<file path="config.mk">
export PLATFORM = sky130hd
export DESIGN_NAME = spi_dma_master
export DESIGN_NICKNAME = d
export VERILOG_FILES = /design/src/rtl/spi_dma_pkg.sv /design/src/rtl/spi_dma_fifo.sv /design/src/rtl/spi_dma_clkdiv.sv /design/src/rtl/spi_dma_shifter.sv /design/src/rtl/spi_dma_master.sv
export SDC_FILE = /design/constraint.sdc
export NUM_CORES = 1
export LEC_CHECK = 0
export ABC_AREA = 1
export BUFFER_PORTS_ARGS = -buffer_cell sky130_fd_sc_hd__buf_2
export CAP_MARGIN = 10
export CORE_MARGIN = 5
export CORE_UTILIZATION = 50
export DETAILED_ROUTE_END_ITERATION = 8
export HOLD_SLACK_MARGIN = 0.06
export PLACE_DENSITY = 0.79
export SLEW_MARGIN = 10
export SYNTH_ARGS = -nofsm -noshare
export SYNTH_HDL_FRONTEND = slang
export SYNTH_HIERARCHICAL = 1
export SYNTH_SLANG_ARGS = --single-unit
</file>
<file path="constraint.sdc">
create_clock -name clk_i -period 4.7 [get_ports clk_i]
set_clock_uncertainty 0.1 [all_clocks]
set_input_delay 0.705 -clock clk_i [delete_from_list [all_inputs] [get_ports clk_i]]
set_output_delay 0.705 -clock clk_i [all_outputs]
set_load 0.1 [all_outputs]
</file>
<file path="src/rtl/spi_dma_pkg.sv">
`timescale 1ns/1ps
package spi_dma_pkg;
  typedef enum logic {
    MODE_RX = 1'b0,
    MODE_TX = 1'b1
  } dma_mode_e;
endpackage

</file>
<file path="src/rtl/spi_dma_fifo.sv">
`timescale 1ns/1ps
module spi_dma_fifo #(
  parameter int unsigned W     = 8,
  parameter int unsigned DEPTH = 4
) (
  input  logic         clk_i,
  input  logic         rst_ni,
  input  logic         clr_i,
  input  logic         push_i,
  input  logic [W-1:0] wdata_i,
  input  logic         pop_i,
  output logic [W-1:0] rdata_o,
  output logic         full_o,
  output logic         empty_o
);
  localparam int unsigned AW = (DEPTH > 1) ? $clog2(DEPTH) : 1;
  localparam int unsigned CW = $clog2(DEPTH + 1);

  logic [W-1:0]  mem_q [DEPTH];
  logic [AW-1:0] wr_q, rd_q;
  logic [CW-1:0] cnt_q;
  logic          push_ok, pop_ok;

  assign full_o  = (cnt_q == CW'(DEPTH));
  assign empty_o = (cnt_q == '0);
  assign push_ok = push_i && !full_o;
  assign pop_ok  = pop_i && !empty_o;
  assign rdata_o = mem_q[rd_q];

  function automatic logic [AW-1:0] nxt(input logic [AW-1:0] p);
    return (p == AW'(DEPTH - 1)) ? '0 : p + 1'b1;
  endfunction

  always_ff @(posedge clk_i or negedge rst_ni) begin
    if (!rst_ni) begin
      for (int i = 0; i < DEPTH; i++) mem_q[i] <= '0;
      wr_q  <= '0;
      rd_q  <= '0;
      cnt_q <= '0;
    end else if (clr_i) begin
      wr_q  <= '0;
      rd_q  <= '0;
      cnt_q <= '0;
    end else begin
      if (push_ok) begin
        mem_q[wr_q] <= wdata_i;
        wr_q        <= nxt(wr_q);
      end
      if (pop_ok) rd_q <= nxt(rd_q);
      case ({push_ok, pop_ok})
        2'b10:   cnt_q <= cnt_q + 1'b1;
        2'b01:   cnt_q <= cnt_q - 1'b1;
        default: cnt_q <= cnt_q;
      endcase
    end
  end
endmodule

</file>
<file path="src/rtl/spi_dma_clkdiv.sv">
`timescale 1ns/1ps
module spi_dma_clkdiv #(
  parameter int unsigned DIV_W = 8
) (
  input  logic             clk_i,
  input  logic             rst_ni,
  input  logic             en_i,
  input  logic [DIV_W-1:0] div_i,
  output logic             tick_o
);
  logic [DIV_W-1:0] cnt_q;

  assign tick_o = en_i && (cnt_q == div_i);

  always_ff @(posedge clk_i or negedge rst_ni) begin
    if (!rst_ni)     cnt_q <= '0;
    else if (!en_i)  cnt_q <= '0;
    else if (tick_o) cnt_q <= '0;
    else             cnt_q <= cnt_q + 1'b1;
  end
endmodule

</file>
<file path="src/rtl/spi_dma_shifter.sv">
`timescale 1ns/1ps
module spi_dma_shifter #(
  parameter int unsigned W = 8
) (
  input  logic         clk_i,
  input  logic         rst_ni,
  input  logic         load_i,
  input  logic [W-1:0] tx_word_i,
  input  logic         tick_i,
  input  logic         miso_i,
  output logic         busy_o,
  output logic         sck_o,
  output logic         mosi_o,
  output logic         rx_valid_o,
  output logic [W-1:0] rx_word_o
);
  localparam int unsigned BW = $clog2(W + 1);

  logic         busy_q, sck_q, vld_q;
  logic [W-1:0] tx_q, rx_q;
  logic [BW-1:0] bits_q;

  assign busy_o     = busy_q;
  assign sck_o      = sck_q;
  assign mosi_o     = tx_q[W-1];
  assign rx_valid_o = vld_q;
  assign rx_word_o  = rx_q;

  // mode 0: sample on rising SCK, advance on falling SCK
  always_ff @(posedge clk_i or negedge rst_ni) begin
    if (!rst_ni) begin
      busy_q <= 1'b0;
      sck_q  <= 1'b0;
      vld_q  <= 1'b0;
      tx_q   <= '0;
      rx_q   <= '0;
      bits_q <= '0;
    end else begin
      vld_q <= 1'b0;
      if (!busy_q) begin
        if (load_i) begin
          busy_q <= 1'b1;
          sck_q  <= 1'b0;
          tx_q   <= tx_word_i;
          bits_q <= BW'(W);
        end
      end else if (tick_i) begin
        if (!sck_q) begin
          sck_q <= 1'b1;
          rx_q  <= {rx_q[W-2:0], miso_i};
        end else begin
          sck_q <= 1'b0;
          if (bits_q == BW'(1)) begin
            busy_q <= 1'b0;
            vld_q  <= 1'b1;
          end else begin
            bits_q <= bits_q - 1'b1;
            tx_q   <= {tx_q[W-2:0], 1'b0};
          end
        end
      end
    end
  end
endmodule

</file>
<file path="src/rtl/spi_dma_master.sv">
`timescale 1ns/1ps
module spi_dma_master
  import spi_dma_pkg::*;
#(
  parameter int unsigned DATA_W     = 8,
  parameter int unsigned FIFO_DEPTH = 4,
  parameter int unsigned CNT_W      = 16,
  parameter int unsigned DIV_W      = 8
) (
  input  logic              clk_i,
  input  logic              rst_ni,
  input  logic              start_i,
  input  logic              tx_mode_i,
  input  logic              overwrite_i,
  input  logic              send_zero_i,
  input  logic [CNT_W-1:0]  word_cnt_i,
  input  logic [DIV_W-1:0]  clk_div_i,
  input  logic              tdr_wr_i,
  input  logic [DATA_W-1:0] tdr_data_i,
  output logic              dma_req_o,
  input  logic              dma_ack_i,
  input  logic [DATA_W-1:0] dma_wdata_i,
  output logic [DATA_W-1:0] dma_rdata_o,
  output logic [DATA_W-1:0] rdr_o,
  output logic              txe_o,
  output logic              err_o,
  output logic              done_o,
  output logic              busy_o,
  output logic              sck_o,
  output logic              mosi_o,
  input  logic              miso_i,
  output logic              cs_no
);
  logic              busy_q, ovw_q, szero_q, err_q, done_q;
  dma_mode_e         mode_q;
  logic [DIV_W-1:0]  div_q;
  logic [CNT_W-1:0]  cnt_q;
  logic [DATA_W-1:0] tdr_q, rdr_q;

  logic              fifo_full, fifo_empty, fifo_push, fifo_pop;
  logic [DATA_W-1:0] fifo_wdata, fifo_rdata;
  logic              sh_busy, sh_load, sh_rx_valid, tick;
  logic [DATA_W-1:0] sh_word, sh_rx_word;

  logic is_tx, is_rx, cnt_zero, start_ok, tx_push, rx_pop, rx_hit, rx_push, done_cond;

  always_comb begin
    is_tx      = busy_q && (mode_q == MODE_TX);
    is_rx      = busy_q && (mode_q == MODE_RX);
    cnt_zero   = (cnt_q == '0);
    start_ok   = start_i && !busy_q;
    dma_req_o  = is_tx ? (!cnt_zero && !fifo_full) : (is_rx && !fifo_empty);
    tx_push    = is_tx && dma_req_o && dma_ack_i;
    rx_pop     = is_rx && dma_req_o && dma_ack_i;
    rx_hit     = is_rx && sh_rx_valid;
    rx_push    = rx_hit && !fifo_full;
    fifo_push  = tx_push || rx_push;
    fifo_wdata = is_tx ? dma_wdata_i : sh_rx_word;
    // transmit waits for queued data; receive runs on the count alone
    sh_load    = !sh_busy && (is_tx ? !fifo_empty : (is_rx && !cnt_zero));
    fifo_pop   = rx_pop || (is_tx && sh_load);
    sh_word    = is_tx ? fifo_rdata : (szero_q ? '0 : tdr_q);
    done_cond  = busy_q && cnt_zero && fifo_empty && !sh_busy && !sh_rx_valid;
  end

  always_ff @(posedge clk_i or negedge rst_ni) begin
    if (!rst_ni) begin
      busy_q  <= 1'b0;
      mode_q  <= MODE_RX;
      ovw_q   <= 1'b0;
      szero_q <= 1'b0;
      div_q   <= '0;
      cnt_q   <= '0;
      tdr_q   <= '0;
      rdr_q   <= '0;
      err_q   <= 1'b0;
      done_q  <= 1'b0;
    end else begin
      if (start_ok) begin
        busy_q  <= 1'b1;
        mode_q  <= dma_mode_e'(tx_mode_i);
        ovw_q   <= overwrite_i;
        szero_q <= send_zero_i;
        div_q   <= clk_div_i;
        cnt_q   <= word_cnt_i;
      end else begin
        if (done_cond) busy_q <= 1'b0;
        if (tx_push || (is_rx && sh_load)) cnt_q <= cnt_q - 1'b1;
      end
      if (tdr_wr_i) tdr_q <= tdr_data_i;
      if (rx_hit && (!fifo_full || ovw_q)) rdr_q <= sh_rx_word;
      err_q  <= rx_hit && fifo_full;
      done_q <= done_cond;
    end
  end

  spi_dma_fifo #(.W(DATA_W), .DEPTH(FIFO_DEPTH)) fifo_i (
    .clk_i   (clk_i),
    .rst_ni  (rst_ni),
    .clr_i   (start_ok),
    .push_i  (fifo_push),
    .wdata_i (fifo_wdata),
    .pop_i   (fifo_pop),
    .rdata_o (fifo_rdata),
    .full_o  (fifo_full),
    .empty_o (fifo_empty)
  );

  spi_dma_clkdiv #(.DIV_W(DIV_W)) div_i (
    .clk_i  (clk_i),
    .rst_ni (rst_ni),
    .en_i   (sh_busy),
    .div_i  (div_q),
    .tick_o (tick)
  );

  spi_dma_shifter #(.W(DATA_W)) sh_i (
    .clk_i      (clk_i),
    .rst_ni     (rst_ni),
    .load_i     (sh_load),
    .tx_word_i  (sh_word),
    .tick_i     (tick),
    .miso_i     (miso_i),
    .busy_o     (sh_busy),
    .sck_o      (sck_o),
    .mosi_o     (mosi_o),
    .rx_valid_o (sh_rx_valid),
    .rx_word_o  (sh_rx_word)
  );

  assign dma_rdata_o = is_rx ? fifo_rdata : '0;
  assign rdr_o       = rdr_q;
  assign txe_o       = is_tx ? fifo_empty : 1'b1;
  assign err_o       = err_q;
  assign done_o      = done_q;
  assign busy_o      = busy_q;
  assign cs_no       = !busy_q;
endmodule

</file>
# Word level (Yosys, flattened, before mapping)
# Cells that the tools add are included.
[totals]
ff_bits = 116
latch_bits = 0
ram_bits = 0
mem_bits_ro = 0
input_bits = 49
out_inout_bits = 24
memories = 0
[classes]
addsub = 7
n_mul = 0
n_div = 0
n_lt_le_gt_ge = 3
eq_ne = 10
shifts = 0
muxes = 50
n_bitwise = 5
reduce_logical = 47
[op_table]
columns = ["operator", "n"]
rows = [
  ["$mux 8", 14],
  ["$bwmux 32", 1],
  ["$mux 16", 2],
  ["$logic_and 1x1->1", 25],
  ["$mux 4", 5],
  ["$mux 1", 18],
  ["$bmux 8 s2", 1],
  ["$demux 8 s2", 1],
  ["$logic_not 16->1", 1],
  ["$sub 16x1->16 const B", 1],
  ["$mux 2", 6],
  ["$reduce_bool 2->1", 5],
  ["$add 8x1->8 const B", 1],
  ["$eq 8x8->1", 1],
  ["$eq 2x2->1 const B", 3],
  ["$ge 3x3->1 const B", 2],
  ["$logic_not 1->1", 6],
  ["$ne 2x2->1 const B", 3],
  ["$not 2->3", 2],
  ["$pmux 3 s2", 1],
  ["$add 2x1->2 const B", 2],
  ["$eq 4x1->1 const B", 1],
  ["$logic_or 1x1->1", 4],
  ["$reduce_and 2->1", 2],
  ["12 further kinds", 14],
]

# Longest topological paths before layout
[depth]
depth_word = 11
ltp_mapped = 20

# Modules after synthesis
# Netlist, hierarchy kept.
[by_module_without_submodules]
columns = ["mod", "n_inst", "cells_each", "area_per_inst_um2"]
rows = [
  ["spi_dma_master", 1, 385, 2832.7],
  ["spi_dma_fifo", 1, 217, 1973.1],
  ["spi_dma_shifter", 1, 127, 1091.0],
  ["spi_dma_clkdiv", 1, 71, 514.2],
]

# Worst setup path after synthesis
# No wires, ideal clock.
[synth_timing]
path_kind = "reg-to-output"
startpoint = "reg busy_o (netlist name)"
endpoint = "out dma_req_o"
arrival_time_ns = 4.007
setup_slack_ns = -0.112
path_stages_with_launch = 5
cell_sequence = "dfrtp_1 -> inv_2 -> nor2_4 -> inv_2 -> o21ai_0"
[synth_rtl]
columns = ["item", "line_no", "source"]
rows = [
  ["end, declared", "spi_dma_master.sv:20", "output logic dma_req_o,"],
]

# Final worst setup path
[layout_timing]
startpoint = "reg fifo_i.rd_q[0]"
endpoint = "out dma_rdata_o[1]"
[layout_via]
elab_chain_cells = 5
[layout_lines]
columns = ["item", "line_no", "source"]
rows = [
  ["start, declared", "spi_dma_fifo.sv:20", "logic [AW-1:0] wr_q, rd_q;"],
  ["start signal, assigned", "spi_dma_fifo.sv:49", "if (pop_ok) rd_q <= nxt(rd_q);"],
  ["$not 2->3 (not written as such)", "spi_dma_fifo.sv:28", "assign rdata_o = mem_q[rd_q];"],
  ["$bmux 8 s2", "spi_dma_fifo.sv:28", ""],
  ["$mux 8 (not written as such) (2 in series)", "spi_dma_fifo.sv:28", ""],
  ["named net fifo_rdata[1]", "spi_dma_master.sv:41", "logic [DATA_W-1:0] fifo_wdata, fifo_rdata;"],
  ["$mux 8", "spi_dma_master.sv:131", "assign dma_rdata_o = is_rx ? fifo_rdata : '0;"],
  ["end, declared", "spi_dma_master.sv:23", "output logic [DATA_W-1:0] dma_rdata_o,"],
]
# The timed path passes the listed nets, and every way through them passes these cells. The select of a mux whose other input is x is not followed.

==> run summary <==
status: complete, no violations
largest net degree at the start of global routing: 63
htree depth: 4
largest area contributor in the netlist: dfrtp_1
router iterations before antenna repair: 5
worst rel slew slack: 0.484
maximum clock insertion buffer count: 2
VDD IR max: 0.000334 V
Worst-Margin Slew: 0.773 ns
synth unique cells: 41
I/O Pins: 73
worst-path fanout max: 19
routed wire length: 14500 µm
power per cell area: 644 nW/µm²
Crit path largest cell delay: 0.55 ns
Mapped Area: 6410 µm²
diode count: 0
TritonCTS Buffers: 17
Worst Hold Margin: 0.374 ns
synth warn: 6
area fraction of the dominant cell type after synthesis: 0.453
max-cap check violation count: 0
vias: 5397
All-Layer GR Usage: 0.208
Clock Sinks: 116
# setup viols final: 0
Hold Vio Cnt, Final: 0
min Tclk post-route: 3.12 ns
RSZ-0062 raised after global routing: false
Tot Pwr: 4.78 mW
final core occ: 0.588
arrival time worst endpoint: 2.31 ns
top cells by count, synth: 233 x nand2_1, 116 x dfrtp_1, 79 x inv_1
hold crit path type: flop to flop
Die X: 123 µm
most frequent cell after synthesis: nand2_1
first-pass GRT wire length: 24700 µm
CTS clk-pin slew, worst paths: 0.05 ns
critical path, cell by cell: inv_1, o21ai_0, o22ai_1, inv_1, nor2_1, buf_2
gr ovfl total: 0
average wire per standard cell: 13.8 µm
Post-synth EDFFs: 0
CP endpoint kind: primary output
Flop pwr share: 0.328
R2R setup slack: 1.88 ns
Gate Count Post-Synth: 800
fin nets: 933
vias in the first global route: 5195
IO buf count: 72
Worst Hold Launch: sh_i/rx_word_o[7]
final setup TNS: 0 ns
pre-CTS setup slack: 1.95 ns
delay-heaviest family, CP: buffers and inverters
Net Sw Frac: 0.438
worst r2r src: mode_q
GPL Wtd Cong: 0.862
syn_nets: 860
startpoint types: flop
fmax: 321 MHz
slowest CP cell: dfrtp_1
top cells by area, synth: dfrtp_1 45%, nand2_1 14%, o21ai_0 4.9%
Final WS setup: 1.58 ns
crit path kind: flop to primary output
Clk Latency, worst-skew pair: 0.42 ns
Leak: 3.81 nW
die height: 123 µm
initial antenna violation count: 0
Sw Pwr: 2.09 mW
CTS tree: yes
Layout fillers: 1134
Final HPWL DP: 10400 µm
Vias/cell: 5.12
worst setup path startpoint: fifo_i/rd_q[0]
clock power share: 0.255
share of cells above drive strength 1: 0.217
# rows: 41
Initial Utilization: 0.508
internal power: 2.69 mW
combinational power share: 0.417
1st-iter DRT viols: 441
CP most frequent cell: inv_1
Avg Synthesized Cell Area: 8.01 µm²
WP buf/inv: 3
Core Area: 12600 µm²
max-slew violation count: 0
ys async rst share: 1.00
WP data required: 3.89 ns
antenna-violating nets left: 0
area delta synth->final: 15.7%
register area share after synthesis: 0.453
Post-synth top flop: dfrtp_1
drt drc: 0
root buf cell: clkbuf_16
share of the clock period used by the worst path: 0.663
#FFs+latches synth: 116
die area: 15200 µm²
==> worst paths after layout <==
kind | to | cells past startpoint
worst max-delay path | dma_rdata_o[1] | 6
worst min-delay path | sh_i/rx_word_o[7] | 2
worst max register to register | fifo_i/cnt_q[2] | 17
worst min register to register | sh_i/rx_word_o[7] | 2
max in group asynchronous | sh_i/tx_q[4] | 3
min in group asynchronous | rdr_o[1] | 2
==> metrics by stage <==
step           cell area [µm²]  cells
4_1_cts                   7420   1054
5_1_grt                   7420   1054
2_1_floorplan             6410    800
3_3_place_gp              6850   1025
6_report                  7420   1054
3_5_place_dp              6850   1025
==> layer usage <==
metal,part of all wire,up-vias,wire (µm),GRT usage
li1,-,2706,-,-
met1,0.45,2532,6530,0.279
met2,0.48,135,6890,0.328
met3,0.053,24,766,0.0471
met4,0.021,0,306,0.0817
met5,0,-,0,0
==> power by group through the flow <==
stage          logic (mW)  registers [mW]  clock network [mW]
3_3_place_gp         1.94            1.57                   0
4_1_cts              1.99            1.56                1.24
5_1_grt              2.24            1.61                1.28
2_1_floorplan        1.65            1.52                   0
3_5_place_dp         1.98            1.58                   0
6_report             1.99            1.57                1.22
==> layout make-up <==
| class | instances | area, µm² | area share |
|---|---|---|---|
| Clock buffer | 22 | 474 | 0.0639 |
| Clock inverter | 6 | 80.1 | 0.0108 |
| Inverter | 87 | 340 | 0.0459 |
| Multi-Input combinational cell | 575 | 3010 | 0.406 |
| Sequential cell | 116 | 2900 | 0.391 |
| Tap cell | 172 | 215 | 0.0290 |
| Timing Repair Buffer | 76 | 395 | 0.0533 |
==> sequential cells by signal, summed over array words and instances, names as in the netlist, 2 cells and up <==
register        flops
cnt_q              16
div_i/cnt_q         8
div_q               8
fifo_i/cnt_q        3
fifo_i/mem_q       32
fifo_i/rd_q         2
fifo_i/wr_q         2
rdr_o               8
sh_i/bits_q         4
sh_i/rx_word_o      8
sh_i/tx_q           8
tdr_q               8
==> timing repair <==
action | CTS | global route
hold endpoints to repair | 10 | 0
setup buffers | 0 | 0
resized for setup | 0 | 0
hold buffers | 1 | 0
endpoints found under the setup margin | 0 | 0
==> placed cells by master, fill, tap and decap left out, types with 2 or more instances in the layout <==
cell type,instances
a21oi_1,5
ha_1,10
clkbuf_1,2
nor2_1,67
clkbuf_8,3
o22ai_1,8
nor3_2,2
nor2_2,6
dfrtp_1,116
xnor2_1,6
clkbuf_16,17
a31oi_1,2
mux2_2,8
nand2_4,13
nand2_8,2
nand3_1,60
clkinv_2,5
o21ai_1,27
nand2_2,22
buf_4,4
nand4_1,2
bufinv_16,2
xor2_1,6
nor2_4,6
buf_2,71
o21ai_0,62
o21ai_2,18
inv_2,5
nand2_1,233
inv_1,79
==> kinds of logic (layout without fill, tap and decap cells) <==
logic type                 after synthesis  count (layout)  share of synthesized area
and+or+nand+nor                        419             419                      0.305
AOI/OAI and AO/OA                      125             125                      0.112
adders and majority gates               11              11                     0.0226
xor gates and xnor gates                12              12                     0.0164
buffers and inverters                  109             191                     0.0779
DFF                                    116             116                      0.453
muxes                                    8               8                     0.0141
==> worst reg2reg max path: stages (launching register included) <==
cell	delay, ns
dfrtp_1	0.46
nand2_4	0.19
clkinv_2	0.23
nand2_2	0.10
a21oi_1	0.36
nand2_1	0.09
nand2_1	0.10
inv_1	0.05
a21oi_2	0.23
nand2_2	0.11
inv_1	0.09
fa_1	0.19
xnor2_1	0.14
inv_1	0.06
nand2_1	0.06
nand2_1	0.04
nand3_1	0.06
nand2_1	0.05
Power figures use the tool's default switching activity.
